==> config.mk <==
export PLATFORM = sky130hd
export DESIGN_NAME = dma_irq_regs
export DESIGN_NICKNAME = d
export VERILOG_FILES = /design/src/rtl/irq_regs_pkg.sv /design/src/rtl/irq_regs_ctrl.sv /design/src/rtl/irq_regs_dpath.sv /design/src/rtl/dma_irq_regs.sv
export SDC_FILE = /design/constraint.sdc
export NUM_CORES = 1
export LEC_CHECK = 0
export BUFFER_PORTS_ARGS = -buffer_cell sky130_fd_sc_hd__clkbuf_2
export CORE_ASPECT_RATIO = 0.8
export CORE_MARGIN = 2
export CORE_UTILIZATION = 40
export DETAILED_ROUTE_END_ITERATION = 7
export GPL_TIMING_DRIVEN = 0
export PLACE_DENSITY = 0.74
export SETUP_SLACK_MARGIN = 0.3
export SLEW_MARGIN = 30
export SYNTH_ARGS = -nofsm -noshare
export SYNTH_HDL_FRONTEND = slang
export SYNTH_SLANG_ARGS = --single-unit
==> constraint.sdc <==
create_clock -name clk -period 5.7 [get_ports clk]
set_input_delay 0.57 -clock clk [delete_from_list [all_inputs] [get_ports clk]]
set_output_delay 0.57 -clock clk [all_outputs]
set_load 0.005 [all_outputs]
==> src/rtl/irq_regs_pkg.sv <==
package irq_regs_pkg;
  localparam int SRC_N    = 8;
  localparam int DATA_W   = 32;
  localparam int ADDR_W   = 6;
  localparam int CNT_W    = 3;
  localparam int CNT_LSB  = 13;
  localparam int DONE_BIT = 1;

  localparam logic [ADDR_W-1:0] OFS_STAT = 6'h08;
  localparam logic [ADDR_W-1:0] OFS_FLAG = 6'h14;
  localparam logic [ADDR_W-1:0] OFS_UNMK = 6'h18;
  localparam logic [ADDR_W-1:0] OFS_SETM = 6'h1C;
  localparam logic [ADDR_W-1:0] OFS_MASK = 6'h20;

  typedef enum logic [1:0] {SEL_NONE, SEL_STAT, SEL_FLAG, SEL_MASK} rdSelT;

  typedef struct packed {
    logic  clrFlag;
    logic  unmask;
    logic  setMask;
    rdSelT rdSel;
  } strobeT;
endpackage

==> src/rtl/irq_regs_ctrl.sv <==
module irq_regs_ctrl
  import irq_regs_pkg::*;
#(
  parameter int AW = ADDR_W
) (
  input  logic          clk,
  input  logic          rstN,
  input  logic          wrEn,
  input  logic          rdEn,
  input  logic [AW-1:0] addr,
  input  logic [3:0]    byteEn,
  output strobeT        strb
);
  logic accessOk;

  // Only whole, word-aligned accesses are decoded.
  assign accessOk = (byteEn == 4'hF) && (addr[1:0] == 2'b00);

  always_comb begin
    strb         = '0;
    strb.rdSel   = SEL_NONE;
    if (accessOk && wrEn) begin
      strb.clrFlag = (addr == OFS_FLAG);
      strb.unmask  = (addr == OFS_UNMK);
      strb.setMask = (addr == OFS_SETM);
    end
    if (accessOk && rdEn) begin
      unique case (addr)
        OFS_STAT: strb.rdSel = SEL_STAT;
        OFS_FLAG: strb.rdSel = SEL_FLAG;
        OFS_MASK: strb.rdSel = SEL_MASK;
        default:  strb.rdSel = SEL_NONE;
      endcase
    end
  end

  AST_ONE_WRITE_STROBE: assert property (@(posedge clk) disable iff (!rstN)
    $onehot0({strb.clrFlag, strb.unmask, strb.setMask}));
  AST_PARTIAL_IGNORED: assert property (@(posedge clk) disable iff (!rstN)
    (byteEn != 4'hF) |-> (strb == '0));
endmodule

==> src/rtl/irq_regs_dpath.sv <==
module irq_regs_dpath
  import irq_regs_pkg::*;
#(
  parameter int NS  = SRC_N,
  parameter int DW  = DATA_W,
  parameter int CW  = CNT_W,
  parameter int CL  = CNT_LSB,
  parameter int DB  = DONE_BIT
) (
  input  logic          clk,
  input  logic          rstN,
  input  strobeT        strb,
  input  logic [DW-1:0] wrData,
  input  logic [NS-1:0] evtSet,
  output logic [DW-1:0] rdData,
  output logic          irqOut
);
  logic [NS-1:0] flags, mask, clrBits;
  logic [CW-1:0] doneCnt;
  logic          cntInc, cntDec;

  assign clrBits = strb.clrFlag ? wrData[NS-1:0] : '0;
  assign cntInc  = evtSet[DB];
  assign cntDec  = clrBits[DB] && flags[DB];

  always_ff @(posedge clk or negedge rstN) begin
    if (!rstN) begin
      flags   <= '0;
      mask    <= '1;
      doneCnt <= '0;
    end else begin
      flags   <= (flags & ~clrBits) | evtSet;
      doneCnt <= doneCnt + CW'(cntInc) - CW'(cntDec);
      if (strb.unmask)       mask <= mask & ~wrData[NS-1:0];
      else if (strb.setMask) mask <= mask | wrData[NS-1:0];
    end
  end

  assign irqOut = |(flags & ~mask);

  always_comb begin
    rdData = '0;
    unique case (strb.rdSel)
      SEL_STAT: rdData[CL +: CW] = doneCnt;
      SEL_FLAG: rdData[NS-1:0]   = flags;
      SEL_MASK: rdData[NS-1:0]   = mask;
      default:  rdData = '0;
    endcase
  end

  AST_FLAG_STICKY: assert property (@(posedge clk) disable iff (!rstN)
    !strb.clrFlag |=> ((flags & $past(flags)) == $past(flags)));
  AST_SET_WINS: assert property (@(posedge clk) disable iff (!rstN)
    (evtSet != '0) |=> ((flags & $past(evtSet)) == $past(evtSet)));
  AST_MASK_HOLD: assert property (@(posedge clk) disable iff (!rstN)
    !(strb.unmask || strb.setMask) |=> $stable(mask));
  AST_CNT_CANCEL: assert property (@(posedge clk) disable iff (!rstN)
    (cntInc == cntDec) |=> $stable(doneCnt));
endmodule

==> src/rtl/dma_irq_regs.sv <==
module dma_irq_regs
  import irq_regs_pkg::*;
(
  input  logic              clk,
  input  logic              rstN,
  input  logic              wrEn,
  input  logic              rdEn,
  input  logic [ADDR_W-1:0] addr,
  input  logic [3:0]        byteEn,
  input  logic [DATA_W-1:0] wrData,
  output logic [DATA_W-1:0] rdData,
  input  logic [SRC_N-1:0]  evtSet,
  output logic              irqOut
);
  strobeT strb;

  irq_regs_ctrl #(.AW(ADDR_W)) uCtrl (
    .clk(clk), .rstN(rstN), .wrEn(wrEn), .rdEn(rdEn),
    .addr(addr), .byteEn(byteEn), .strb(strb)
  );

  irq_regs_dpath #(
    .NS(SRC_N), .DW(DATA_W), .CW(CNT_W), .CL(CNT_LSB), .DB(DONE_BIT)
  ) uDpath (
    .clk(clk), .rstN(rstN), .strb(strb), .wrData(wrData),
    .evtSet(evtSet), .rdData(rdData), .irqOut(irqOut)
  );
endmodule

==> summary.md, run 1 <==
| Metric | Value |
|---|---|
| Setup_tns | `0 ps` |
| Core area | `0.003495 mm^2` |
| Pin count of the biggest net entering global routing | `20` |
| Area after DPL | `0.001803 mm^2` |
| Die ar. | `0.004219 mm^2` |
| Slew Limit Headroom | `51.25%` |
| Worst path required time | `5880 ps` |
| # setup viols final | `0` |
| Final WS setup | `2872 ps` |
| Worst setup path startpoint | `wrEn` |
| Post-synthesis sequential area ratio | `32.69%` |
| Later-pin clock latency in the skew report | `260 ps` |
| Most common cell after layout, fill and taps aside | `clkbuf_2` |
| Worst setup SP type | `input pin` |
| DR vias/cell | `4.744` |
| GP Congestion | `0.7519` |
| RSZ-0062 raised after global routing | `no` |
| R2R Setup Slk | `3370 ps` |
| Leakage | `0.9214 nW` |
| DRT iter0 DRCs | `70` |
| CP arrival | `3010 ps` |
| Reg2reg path depth | `10` |
| Worst Setup Path Type | `in -> reg` |
| Post-layout min period | `2828 ps` |
| DR pass1 iterations | `4` |
| Clk sink count | `19` |
| CP endpoint | `uDpath.doneCnt[2]` |
| CTS HTree Levels | `1` |
| Most frequent cells in the layout | `38 x clkbuf_2, 21 x buf_4, 21 x conb_1` |
| Synthesis-to-finish area growth | `24.52%` |
| Routed wire length | `3468 um` |
| DR vias | `1,262` |
| CP max-delay cell | `or4_1` |
| Peak VDD IR | `0.1366 mV` |
| Clock tree buffer depth | `2` |
| Starting Density | `42.50%` |
| Final setup skew | `0.3347 ps` |
| Post-CTS resize count | `0` |
| HP Class | `in -> async` |
| First-pass GRT wire length | `5623 um` |
| Io pins | `87` |
| Drt wl/cell | `13.04 um` |
| Syn_area_per_cell | `9.168 um^2` |
| Netlist cell types | `35` |
| Reg-to-Reg End | `uDpath.doneCnt[2]` |
| Fin area | `0.001849 mm^2` |
| FILL cells | `335` |
| Pins Over Slew Limit | `0` |
| Antenna violations before repair | `0` |
| Number of buffers created by CTS | `3` |
| Synthesis-stage register bit count | `19` |
| N_diodes | `0` |
| Yosys warns | `0` |
| Max-Cap Viols | `0` |
| Post-CTS Setup Bufs | `0` |
| Clk slew on worst S/H paths | `80 ps` |
| FMAX | `0.3536 GHz` |
| Vias in the first global route | `1,156` |
| Chip height | `58.50 um` |
| Critical path endpoint category | `flop` |
| Residual DRC | `0` |
| Fin nets | `282` |
| Port Buf Inserts | `38` |
| Mapped Area | `0.001485 mm^2` |
| GR Overflow Total | `0` |
| Period utilization | `49.62%` |
| Slew @ Worst Pin | `725.3 ps` |
| Status | `finished clean` |
| Final count of hold timing violations | `0` |
| Total GRT Usage | `17.56%` |
| Leading area contributor after synthesis | `dfrtp_1` |
| Crit path cell chain | `clkbuf_1, nand3_1, or4_1, nor4_1, ha_1, inv_1, ha_1, inv_1, fa_1, xnor2_1, xnor2_1` |
| Die Width | `72.13 um` |
| Root buf cell | `clkbuf_8` |
| Crit-path max cell delay | `510 ps` |
| Worst reg2reg path startpoint | `uDpath.flags[1]` |
| ANT nets after route | `0` |
| Place WS | `2607 ps` |
| CTS tree | `yes` |
| Layout cells sized above 1 | `42.41%` |
| Cts hold-fix bufs | `0` |
| PwrDens | `182.0 mW/mm^2` |
| Core Rows | `19` |
| Crit Path Max Fanout | `8` |
| Top-area cell type share of the netlist area | `18.53%` |
| Gate Count Post-Synth | `162` |
| Detailed Place HPWL | `2638 um` |
| Synth top area cells | `dfrtp_1 19%, dfstp_2 14%, buf_4 11%` |
metal layers:
layer,vias to the layer above,track usage (%),wire [um]
li1,646,-,-
met4,0,5.930,55
met2,37,26.21,1502
met5,-,0,0
met1,572,24.84,1714
met3,7,4.452,195
critical path, delay by kind of cell:
| family | cells | cell delay, ps |
|---|---|---|
| adder cells (fa/ha/maj) | 3 | 790 |
| buffers and inverters | 3 | 440 |
| XOR/XNOR | 2 | 320 |
| AND/OR/NAND/NOR | 3 | 900 |
logic make-up after synthesis:
family                     after synthesis  synth area share, %
muxes                                    8                7.835
other                                    1               0.2525
adders and majority gates                3                3.033
and+or+nand+nor                         58                25.19
DFF                                     19                32.69
AOI/OAI and AO/OA                       29                12.55
buffers and inverters                   40                16.09
xor gates and xnor gates                 4                2.359
cell type report:
type	count	area [um^2]	share of cell area [%]
buffer	28	193.9	10.49
clock buffer	3	41.29	2.233
timing repair buffer	38	190.2	10.28
multi-input combinational	123	835.8	45.20
sequential	19	485.5	26.25
inverter	12	45.04	2.436
tap	42	52.55	2.842
clock inverter	1	5.005	0.2706
worst min-delay path by stage:
| stage | startpoint | end | cells past startpoint |
|---|---|---|---|
| after CTS | rstN | uDpath.flags[2] | 1 |
| after floorplan | rstN | uDpath.doneCnt[0] | 0 |
| after detailed placement | uDpath.doneCnt[1] | uDpath.doneCnt[2] | 1 |
| after global placement | uDpath.flags[7] | uDpath.flags[7] | 2 |
| after global routing | rstN | uDpath.flags[2] | 1 |
| final | rstN | uDpath.flags[2] | 1 |
Yosys cell counts (all sizes together):
master  count
inv        12
or4b        1
conb        1
ha          2
or3b       10
nor2       16
nand3      16
dfstp       8
and2        3
a2111o      1
mux2        8
buf        24
nand4       1
nor4        3
dfrtp      11
o21ai       8
nand2       1
nor4b       1
xor2        1
a21oi      16
o22ai       4
clkbuf      4
nor3        1
nor3b       1
or4         3
fa          1
xnor2       3
nand3b      1
per-stage QoR:
| step | instances | total power, mW | hold slack [ps] | utilization [%] |
|---|---|---|---|---|
| finish | 266 | 0.3365 | 258.4 | 52.92 |
| global route | 266 | 0.3624 | 300.2 | 52.92 |
| detailed placement | 262 | 0.2444 | 525.9 | 51.59 |
| CTS | 266 | 0.3425 | 269.6 | 52.92 |
| global placement | 262 | 0.2410 | 524.2 | 51.59 |
| floorplan | 182 | 0.2178 | 274.4 | - |
report_power, final:
group | internal [mW] | switching (mW) | leakage (nW)
clock | 0.0487 | 0.0474 | 0.0255
combinational | 0.0415 | 0.0417 | 0.709
sequential | 0.149 | 0.00870 | 0.187
Note: power is estimated with default switching activity, not from simulation.
==> run 2, diff against run 1 <==
--- a/config.mk
+++ b/config.mk
@@ -11,7 +11,7 @@
 export CORE_UTILIZATION = 40
 export DETAILED_ROUTE_END_ITERATION = 7
 export GPL_TIMING_DRIVEN = 0
-export PLACE_DENSITY = 0.74
+export PLACE_DENSITY = 0.77
 export SETUP_SLACK_MARGIN = 0.3
 export SLEW_MARGIN = 30
 export SYNTH_ARGS = -nofsm -noshare
==> constraint.sdc (replaced) <==
create_clock -name clk -period 2.55 [get_ports clk]
set_input_delay 0.255 -clock clk [delete_from_list [all_inputs] [get_ports clk]]
set_output_delay 0.255 -clock clk [all_outputs]
set_load 0.005 [all_outputs]
==> run 2 against run 1 <==
Compared with the run above:
- critical path depth increased by 1
- worst setup slack got worse by 2600 ps
- sequential power increased by 130%
- final cell count increased by 0.75%
- clock power increased by 120%
- first-iteration DRC count increased by 14%
==> summary.md, run 2 (synthesis results as in run 1) <==
| Metric | Value |
|---|---|
| Total Power | `0.7748 mW (was 0.3365 mW)` |
| FILL cells | `347 (was 335)` |
| Root buf cell | `clkbuf_8 (unchanged)` |
| DR pass1 iterations | `4 (unchanged)` |
| Post-layout min period | `2299 ps` |
| HP Class | `in -> reg (was in -> async)` |
| First-pass GRT wire length | `5457 um (was 5623 um)` |
| Buf+Inv Stages, Crit Path | `4 (was 3)` |
| Die Width | `72.13 um (unchanged)` |
| CP arrival | `2440 ps (was 3010 ps)` |
| GR Overflow Total | `0 (unchanged)` |
| Seq pwr share | `46.0% (was 46.7%)` |
| Crit path cell chain | `clkbuf_2, buf_4, nand2_1, or4_4, nor4_2, ha_1, inv_1, ha_1, inv_1, fa_1, xnor2_2, xnor2_1 (was clkbuf_1, nand3_1, or4_1, nor4_1, ha_1, inv_1, ha_1, inv_1, fa_1, xnor2_1, xnor2_1)` |
| Worst setup SP type | `input pin (unchanged)` |
| Clock power share | `27.6% (was 28.5%)` |
| Antenna violations before repair | `0 (unchanged)` |
| CP max-delay cell | `or4_4 (was or4_1)` |
| Slew Limit Headroom | `48.13% (was 51.25%)` |
| Clock tree buffer depth | `2 (unchanged)` |
| Worst reg2reg path startpoint | `uDpath.flags[1] (unchanged)` |
| Final setup skew | `0.1684 ps (was 0.3347 ps)` |
| Core Rows | `19 (unchanged)` |
| Crit-path max cell delay | `420 ps (was 510 ps)` |
| Drt wl/cell | `13.21 um (was 13.04 um)` |
| CTS tree | `yes (unchanged)` |
| DR vias | `1,320 (was 1,262)` |
| Period utilization | `90.15%` |
| DRT iter0 DRCs | `80 (was 70)` |
| Most common cell after layout, fill and taps aside | `clkbuf_2 (unchanged)` |
| Starting Density | `42.50% (unchanged)` |
| Pin count of the biggest net entering global routing | `20 (unchanged)` |
| ANT nets after route | `0 (unchanged)` |
| Most frequent cells in the layout | `38 x clkbuf_2, 23 x buf_4, 21 x conb_1 (was 38 x clkbuf_2, 21 x buf_4, 21 x conb_1)` |
| Detailed Place HPWL | `2641 um (was 2638 um)` |
| Fin util | `54.10% (was 52.92%)` |
| Net Sw Frac | `29.32% (was 29.05%)` |
| GP Congestion | `0.7918 (was 0.7519)` |
| Core area | `0.003495 mm^2 (unchanged)` |
| PwrDens | `409.8 mW/mm^2 (was 182.0 mW/mm^2)` |
| DR vias/cell | `4.925 (was 4.744)` |
| Multi-input logic area | `853.3 um^2 (was 835.8 um^2)` |
| CTS HTree Levels | `1 (unchanged)` |
| FF/Latch Area | `485.5 um^2 (unchanged)` |
| Combinational share of power | `26.4% (was 24.7%)` |
| Pins Over Slew Limit | `0 (unchanged)` |
| Total GRT Usage | `17.00% (was 17.56%)` |
| # setup viols final | `0 (unchanged)` |
| Routed wire length | `3540 um (was 3468 um)` |
| Internal Power | `0.5476 mW (was 0.2388 mW)` |
| Slew @ Worst Pin | `771.7 ps (was 725.3 ps)` |
| Crit path max-delay family | `adder cells (was simple AND/OR/NAND/NOR gates)` |
| RSZ-0062 raised after global routing | `yes (was no)` |
| FMAX | `0.4350 GHz` |
| Later-pin clock latency in the skew report | `250 ps (was 260 ps)` |
| Worst setup path startpoint | `addr[2] (was wrEn)` |
| Port Buf Inserts | `38 (unchanged)` |
| Max-Cap Viols | `0 (unchanged)` |
| Worst Hold Launch | `evtSet[3]` |
| N_diodes | `0 (unchanged)` |
| Number of buffers created by CTS | `3 (unchanged)` |
| Status | `finished clean (unchanged)` |
| Synthesis-to-finish area growth | `27.30% (was 24.52%)` |
| Critical path endpoint category | `flop (unchanged)` |
| Worst Setup Path Type | `in -> reg (unchanged)` |
| Residual DRC | `0 (unchanged)` |
| Peak VDD IR | `0.3969 mV (was 0.1366 mV)` |
| Fin nets | `284 (was 282)` |
| Final count of hold timing violations | `0 (unchanged)` |
| Net Switching | `0.2272 mW (was 0.09775 mW)` |
| Worst path required time | `2690 ps (was 5880 ps)` |
| Clk sink count | `19 (unchanged)` |
| Io pins | `87 (unchanged)` |
| Leakage | `0.9412 nW (was 0.9214 nW)` |
| Chip height | `58.50 um (unchanged)` |
| Clk slew on worst S/H paths | `80 ps (about the same)` |
| Crit Path Max Fanout | `10 (was 8)` |
| Layout cells sized above 1 | `44.25% (was 42.41%)` |
| Vias in the first global route | `1,157 (was 1,156)` |
| Die ar. | `0.004219 mm^2 (unchanged)` |
[run 2: worst min-delay path, cell delays in order]
cell,delay [ps]
clkbuf_2,90
nor2_1,40
a21oi_2,80
[run 2: through the flow]
stage | setup slack (ps) | cells | instance area, um^2 | hold slack (ps) | setup TNS [ps]
global route | 104.0 | 268 | 1891 | 238.6 | 0
finish | 251.2 | 268 | 1891 | 239.4 | 0
detailed placement | -103.1 | 262 | 1804 | 237.0 | -103.1
global placement | -11.94 | 262 | 1804 | 234.2 | -11.94
CTS | 275.8 | 268 | 1879 | 234.4 | 0
floorplan | 200.6 | 182 | 1562 | -40.59 | 0
[run 2: final timing paths]
| kind | slack, ps | to | cells after the start |
|---|---|---|---|
| max | 250 | uDpath.doneCnt[2] | 12 |
| min in group asynchronous | 480 | uDpath.flags[2] | 2 |
| max reg2reg | 250 | uDpath.doneCnt[2] | 10 |
| max in group asynchronous | 1710 | asynchronous set/reset pin | 2 |
| min | 240 | uDpath.flags[3] | 3 |
| min reg2reg | 530 | uDpath.doneCnt[2] | 1 |
[run 2: layer usage]
| metal | vias to the layer above | global-route usage, % | wire [um] | part of all wire (%) |
|---|---|---|---|---|
| met5 | - | 0 | 0 | 0 |
| met4 | 0 | 5.660 | 68 | 1.9 |
| met3 | 7 | 4.452 | 262 | 7.4 |
| met2 | 52 | 25.43 | 1579 | 45 |
| met1 | 612 | 23.98 | 1629 | 46 |
| li1 | 649 | - | - | - |
[run 2: final cells by class]
cell class,instances,area share [%]
clock buffer,3,2.184
timing repair buffer,40,10.99
clock inverter,1,0.2647
multi-input combinational,123,45.14
buffer,28,10.59
tap,42,2.780
sequential,19,25.68
inverter,12,2.383
[run 2: power groups by stage]
stage | clock network [mW] | logic, mW | registers, mW
after floorplan | 0 | 0.134 | 0.353
after global placement | 0 | 0.182 | 0.356
after detailed placement | 0 | 0.192 | 0.357
after CTS | 0.221 | 0.192 | 0.354
after global routing | 0.238 | 0.237 | 0.360
final | 0.214 | 0.204 | 0.357
[run 2: what timing repair did]
item / in CTS / in global routing
resized for setup: 3 / 2
buffers inserted: 1 / 0
endpoints found under the hold margin: 11 / 0
hold buffers: 1 / 0
endpoints found under the setup margin: 1 / 2
